### src/rtl/icu_pkg.sv
package icu_pkg;
  // Index of the USB source; it has the highest priority
  localparam int USB_IDX = 0;

  function automatic int vec_of(input int idx, input int base, input int step);
    return base + idx * step;
  endfunction
endpackage

### src/rtl/icu_req_latch.sv
module icu_req_latch (
  input  logic clk,
  input  logic rst_n,
  input  logic hw_set,
  input  logic wr_en,
  input  logic wr_val,
  input  logic ack_clr,
  output logic flag
);
  // A hardware set has precedence, so no event is lost
  always_ff @(posedge clk or negedge rst_n) begin
    if (!rst_n)       flag <= 1'b0;
    else if (hw_set)  flag <= 1'b1;
    else if (wr_en)   flag <= wr_val;
    else if (ack_clr) flag <= 1'b0;
  end
endmodule

### src/rtl/icu_prio_sel.sv
module icu_prio_sel #(
  parameter int N_SRC    = 3,
  parameter int VEC_W    = 8,
  parameter int VEC_BASE = 4,
  parameter int VEC_STEP = 4
) (
  input  logic [N_SRC-1:0] req,
  output logic             any,
  output logic [N_SRC-1:0] grant,
  output logic [VEC_W-1:0] vec
);
  localparam int IDX_W = (N_SRC > 1) ? $clog2(N_SRC) : 1;

  logic [IDX_W-1:0] idx;

  // Scan from the top so that the lowest index is the one that wins
  always_comb begin
    grant = '0;
    idx   = '0;
    for (int i = N_SRC - 1; i >= 0; i--) begin
      if (req[i]) begin
        grant    = '0;
        grant[i] = 1'b1;
        idx      = IDX_W'(i);
      end
    end
  end

  assign any = |req;
  assign vec = VEC_W'(icu_pkg::vec_of(int'(idx), VEC_BASE, VEC_STEP));
endmodule

### src/rtl/icu_ctrl.sv
module icu_ctrl #(
  parameter int N_SRC = 3,
  parameter int VEC_W = 8
) (
  input  logic             clk,
  input  logic             rst_n,
  input  logic             cyc_strobe,
  input  logic             stack_full,
  input  logic             reti_pulse,
  input  logic             ret_pulse,
  input  logic             wr_en,
  input  logic             wr_gie,
  input  logic [N_SRC-1:0] wr_src_en,
  input  logic             any_pend,
  input  logic [N_SRC-1:0] grant,
  input  logic [VEC_W-1:0] vec_in,
  output logic             gie,
  output logic [N_SRC-1:0] src_en,
  output logic [N_SRC-1:0] ack_clr,
  output logic             take_pulse,
  output logic [VEC_W-1:0] vector_addr
);
  logic take_now;
  logic gie_ret;
  logic gie_d;

  assign take_now = cyc_strobe & gie & any_pend & ~stack_full;
  assign ack_clr  = take_now ? grant : '0;

  // Precedence for the global enable: take clears, then RETI sets, then a write
  always_comb begin
    case ({reti_pulse, ret_pulse})
      2'b10, 2'b11: gie_ret = 1'b1;
      2'b01:        gie_ret = wr_en ? wr_gie : gie;
      default:      gie_ret = wr_en ? wr_gie : gie;
    endcase
    gie_d = take_now ? 1'b0 : gie_ret;
  end

  always_ff @(posedge clk or negedge rst_n) begin
    if (!rst_n) begin
      gie         <= 1'b0;
      src_en      <= '0;
      take_pulse  <= 1'b0;
      vector_addr <= '0;
    end else begin
      gie        <= gie_d;
      take_pulse <= take_now;
      if (wr_en)    src_en      <= wr_src_en;
      if (take_now) vector_addr <= vec_in;
    end
  end
endmodule

### src/rtl/icu_vectored.sv
module icu_vectored #(
  parameter int N_SRC    = 3,
  parameter int REG_W    = 8,
  parameter int VEC_W    = 8,
  parameter int VEC_BASE = 4,
  parameter int VEC_STEP = 4
) (
  input  logic             clk,
  input  logic             rst_n,
  input  logic             cyc_strobe,
  input  logic             stack_full,
  input  logic             reti_pulse,
  input  logic             ret_pulse,
  input  logic             reg_wr_en,
  input  logic [REG_W-1:0] reg_wr_data,
  output logic [REG_W-1:0] reg_rd_data,
  input  logic             usb_fifo_evt,
  input  logic             usb_susp_evt,
  input  logic             usb_resume_evt,
  input  logic             usb_reset_evt,
  input  logic             tmr0_ovf,
  input  logic             tmr1_ovf,
  output logic             take_pulse,
  output logic [VEC_W-1:0] vector_addr,
  output logic             wake_req
);
  localparam int EN_LSB = 1;
  localparam int FL_LSB = EN_LSB + N_SRC;
  localparam int PAD_W  = REG_W - FL_LSB - N_SRC;

  logic [N_SRC-1:0] hw_set;
  logic [N_SRC-1:0] flags;
  logic [N_SRC-1:0] src_en;
  logic [N_SRC-1:0] ack_clr;
  logic [N_SRC-1:0] grant;
  logic [VEC_W-1:0] sel_vec;
  logic             any_pend;
  logic             gie;
  logic [3:0]       usb_evt;

  // The USB conditions merge into one source; the timers map one to one
  assign usb_evt = {usb_fifo_evt, usb_susp_evt, usb_resume_evt, usb_reset_evt};

  always_comb begin
    hw_set = '0;
    hw_set[icu_pkg::USB_IDX] = |usb_evt;
    if (N_SRC > 1) hw_set[1] = tmr0_ovf;
    if (N_SRC > 2) hw_set[2] = tmr1_ovf;
  end

  for (genvar s = 0; s < N_SRC; s++) begin : g_src
    icu_req_latch u_latch (
      .clk     (clk),
      .rst_n   (rst_n),
      .hw_set  (hw_set[s]),
      .wr_en   (reg_wr_en),
      .wr_val  (reg_wr_data[FL_LSB + s]),
      .ack_clr (ack_clr[s]),
      .flag    (flags[s])
    );
  end

  icu_prio_sel #(
    .N_SRC    (N_SRC),
    .VEC_W    (VEC_W),
    .VEC_BASE (VEC_BASE),
    .VEC_STEP (VEC_STEP)
  ) u_sel (
    .req   (flags & src_en),
    .any   (any_pend),
    .grant (grant),
    .vec   (sel_vec)
  );

  icu_ctrl #(
    .N_SRC (N_SRC),
    .VEC_W (VEC_W)
  ) u_ctrl (
    .clk         (clk),
    .rst_n       (rst_n),
    .cyc_strobe  (cyc_strobe),
    .stack_full  (stack_full),
    .reti_pulse  (reti_pulse),
    .ret_pulse   (ret_pulse),
    .wr_en       (reg_wr_en),
    .wr_gie      (reg_wr_data[0]),
    .wr_src_en   (reg_wr_data[EN_LSB +: N_SRC]),
    .any_pend    (any_pend),
    .grant       (grant),
    .vec_in      (sel_vec),
    .gie         (gie),
    .src_en      (src_en),
    .ack_clr     (ack_clr),
    .take_pulse  (take_pulse),
    .vector_addr (vector_addr)
  );

  assign reg_rd_data = {{PAD_W{1'b0}}, flags, src_en, gie};
  assign wake_req    = |flags;
endmodule

### config.mk
export PLATFORM = sky130hd
export DESIGN_NAME = icu_vectored
export DESIGN_NICKNAME = d
export VERILOG_FILES = /design/src/rtl/icu_pkg.sv /design/src/rtl/icu_req_latch.sv /design/src/rtl/icu_prio_sel.sv /design/src/rtl/icu_ctrl.sv /design/src/rtl/icu_vectored.sv
export SDC_FILE = /design/constraint.sdc
export NUM_CORES = 1
export LEC_CHECK = 0
export CORE_UTILIZATION = 43
export CTS_CLUSTER_DIAMETER = 40
export DETAILED_ROUTE_END_ITERATION = 7
export PLACE_DENSITY = 0.91
export REMOVE_ABC_BUFFERS = 1
export SKIP_CTS_REPAIR_TIMING = 1
export SLEW_MARGIN = 20
export SYNTH_ARGS = -nofsm -noshare
export SYNTH_HDL_FRONTEND = slang
export SYNTH_HIERARCHICAL = 1
export SYNTH_SLANG_ARGS = --single-unit
### constraint.sdc
create_clock -name clk -period 2.6 [get_ports clk]
set_input_delay 0.26 -clock clk [delete_from_list [all_inputs] [get_ports clk]]
set_output_delay 0.26 -clock clk [all_outputs]
set_load 0.03 [all_outputs]
==> impl_metrics.toml <==
[outcome]
outcome = "finished clean"

[synthesis]
yosysTopAreaCell = "dfrtp_1"
syn_area_per_cell_um2 = 13.0
async_reset_ff_share_pct = 100
synth.top_cells.by_count = "16 x dfrtp_1, 8 x buf_4, 6 x mux2_2"
synth_top_cells_by_area = "dfrtp_1 50%, mux2_4 9.3%, mux2_2 8.4%"
synth_ff_type = "dfrtp_1"
synth_edf_count = 0
netlist_instances = 62
synth_top_area_share_pct = 49.6
seq_area_frac_synth_pct = 49.6
synth_cell_types = 21
yosysMostFrequentCell = "dfrtp_1"
syn-cell-area_um2 = 807
synth-seq-cells = 16
yosysWarnings = 6

[worst_setup_path]
cp.arrival_ps = 2170
crit_type = "flip-flop to flip-flop"
required_ps = 2770
end_kind = "flip-flop"
r2r_cells = 6
rrSetupSlack_ps = 600
worstPathMaxFanout = 13
r2r-start = "g_src[0].u_latch/flag$_DFFE_PN0P_"
start_kind = "flip-flop"
r2r-end = "g_src[2].u_latch/flag$_DFFE_PN0P_"

[sta]
skew_ps = 4.67
fmax_mhz = 500
period_share_pct = 76.9
worst_pin_slew_ps = 708
tns_ps = 0
grt_setup_unrepaired = "no"
finalHoldViolCount = 0
period_needed_ps = 2000
maxSlewViolCount = 0
final-setup-viol-count = 0
maxSlewHeadroom_pct = 52.7

[routing]
drt_wl_total_um = 1460
wl_per_cell_um = 12.2
avgViaCountPerCell = 4.63
ant_nets = 0
drtIter0Drc = 1
first_pass_iters = 4
num_vias = 555
drcViolationCount = 0

[global_routing]
grt_max_degree = 17
antenna_found_initial = 0
first_global_vias = 556
grt_pass1_wl_um = 2360
globalRouteOverflowTotal = 0
grtUsageTotal_pct = 16.7

[placement]
portBuffers = 35
hpwl_um = 1170
globalplace.congestion = 0.686

[pwr]
p_leak_nw = 0.490
irDropWorstVdd_mv = 0.492
power_uw = 773
power_density_mw_per_mm2 = 673

[die]
io_pins = 39
die_w_um = 45.3
coreArea_mm2 = 0.00175
fp.dieArea_mm2 = 0.00205
num_rows = 15
start_util_pct = 46.2
die_h_um = 45.3

[clock_tree]
clock_latency_ps = 280
cts_buffers = 3
h-tree-depth = 1
tritoncts = "done"
cts.reportedPaths.clkPinSlew_ps = 90
root_buffer = "clkbuf_4"
clockBufferDepth = 2
clock_sinks = 16

[final_layout]
nFillCells = 143
antenna_cells = 0
seq_area_um2 = 400
area_delta_synth_final_pct = 42.3
drive_gt1_share_pct = 18.9
num-nets-final = 118
multi_input_area_um2 = 327

[hold_path]
hp-class = "input port to asynchronous set/reset pin"

[run]
cap_violations = 0
-- layer usage --
metal / part of all wire, % / vias up / GRT usage, %
li1: - / 266 / -
met1: 39 / 258 / 18.8
met2: 54 / 27 / 29.0
met3: 4.7 / 4 / 2.40
met4: 2.0 / 0 / 10.9
met5: 0 / - / 0
-- stage by stage --
step                      instance area [um2]  util, %  hold WS (ps)  instances  worst slack [ps]
after floorplan                           731        -         -35.6         56               627
after global placement                   1110     63.7           491        116               601
after detailed placement                 1110     63.7           496        116               565
after CTS                                1150     65.8           410        120               588
after global routing                     1150     65.8           446        120               437
final                                    1150     65.8           395        120               601
-- kinds of logic (layout without fill, tap and decap cells) --
kind of cell             after synthesis  count (layout)  synth area share [%]
AO/OA/AOI/OAI                          4               4                  4.34
adder cells (fa/ha/maj)                1               1                  1.55
buffers and inverters                 11              40                  11.8
flip-flops                            16              16                  49.6
multiplexers                          12              12                  18.9
other                                  2               6                 0.931
AND/OR/NAND/NOR                       16              16                  12.9
-- where the power goes --
group / leakage (nW) / switching, mW / internal, mW / total (mW)
Clock: 0.0210 / 0.0731 / 0.0852 / 0.158
Sequential: 0.184 / 0.0266 / 0.293 / 0.319
Combinational: 0.284 / 0.145 / 0.151 / 0.295
-- flip-flops by register name, summed over array words and instances, names as in the netlist --
| signal | count |
|---|---|
| u_ctrl/take_pulse | 1 |
| u_ctrl/src_en | 3 |
| u_ctrl/gie | 1 |
| g_src.u_latch/flag | 3 |
| u_ctrl/vector_addr | 8 |
-- cell type report --
class                      count  area share, %
multi-input combinational     39           28.4
inverter                       1          0.327
clock buffer                   4           3.16
tap                           25           2.72
sequential                    16           34.9
timing repair buffer          35           30.5
-- critical path, cell delays in order (launching register included) --
cell and delay (ps):
dfrtp_1 390, and2_1 210, or3_1 120, and4b_1 560, and2_2 250, nor2_1 50
a221o_1 320
-- worst max path at each step --
stage,start,to
after detailed placement,cyc_strobe,g_src[2].u_latch/flag$_DFFE_PN0P_
after global placement,cyc_strobe,g_src[0].u_latch/flag$_DFFE_PN0P_
final,g_src[0].u_latch/flag$_DFFE_PN0P_,g_src[2].u_latch/flag$_DFFE_PN0P_
after floorplan,g_src[0].u_latch/flag$_DFFE_PN0P_,g_src[0].u_latch/flag$_DFFE_PN0P_
after CTS,g_src[0].u_latch/flag$_DFFE_PN0P_,g_src[2].u_latch/flag$_DFFE_PN0P_
after global routing,g_src[0].u_latch/flag$_DFFE_PN0P_,g_src[0].u_latch/flag$_DFFE_PN0P_
-- cells in the final DEF (no fill, tap or decap) --
cell type        count
clkdlybuf4s50_1     35
dfrtp_1             16
conb_1               6
mux2_2               6
mux2_4               5
and2_1               3
clkbuf_4             3
nor2_1               3
a221o_1              3
and2_2               3
or3_1                2
or4_1                1
clkbuf_8             1
and4b_1              1
inv_1                1
mux2i_1              1
a21oi_1              1
nor3b_1              1
nor2b_1              1
or2b_1               1
ha_1                 1
No activity file was read; power rests on OpenSTA's default activity.
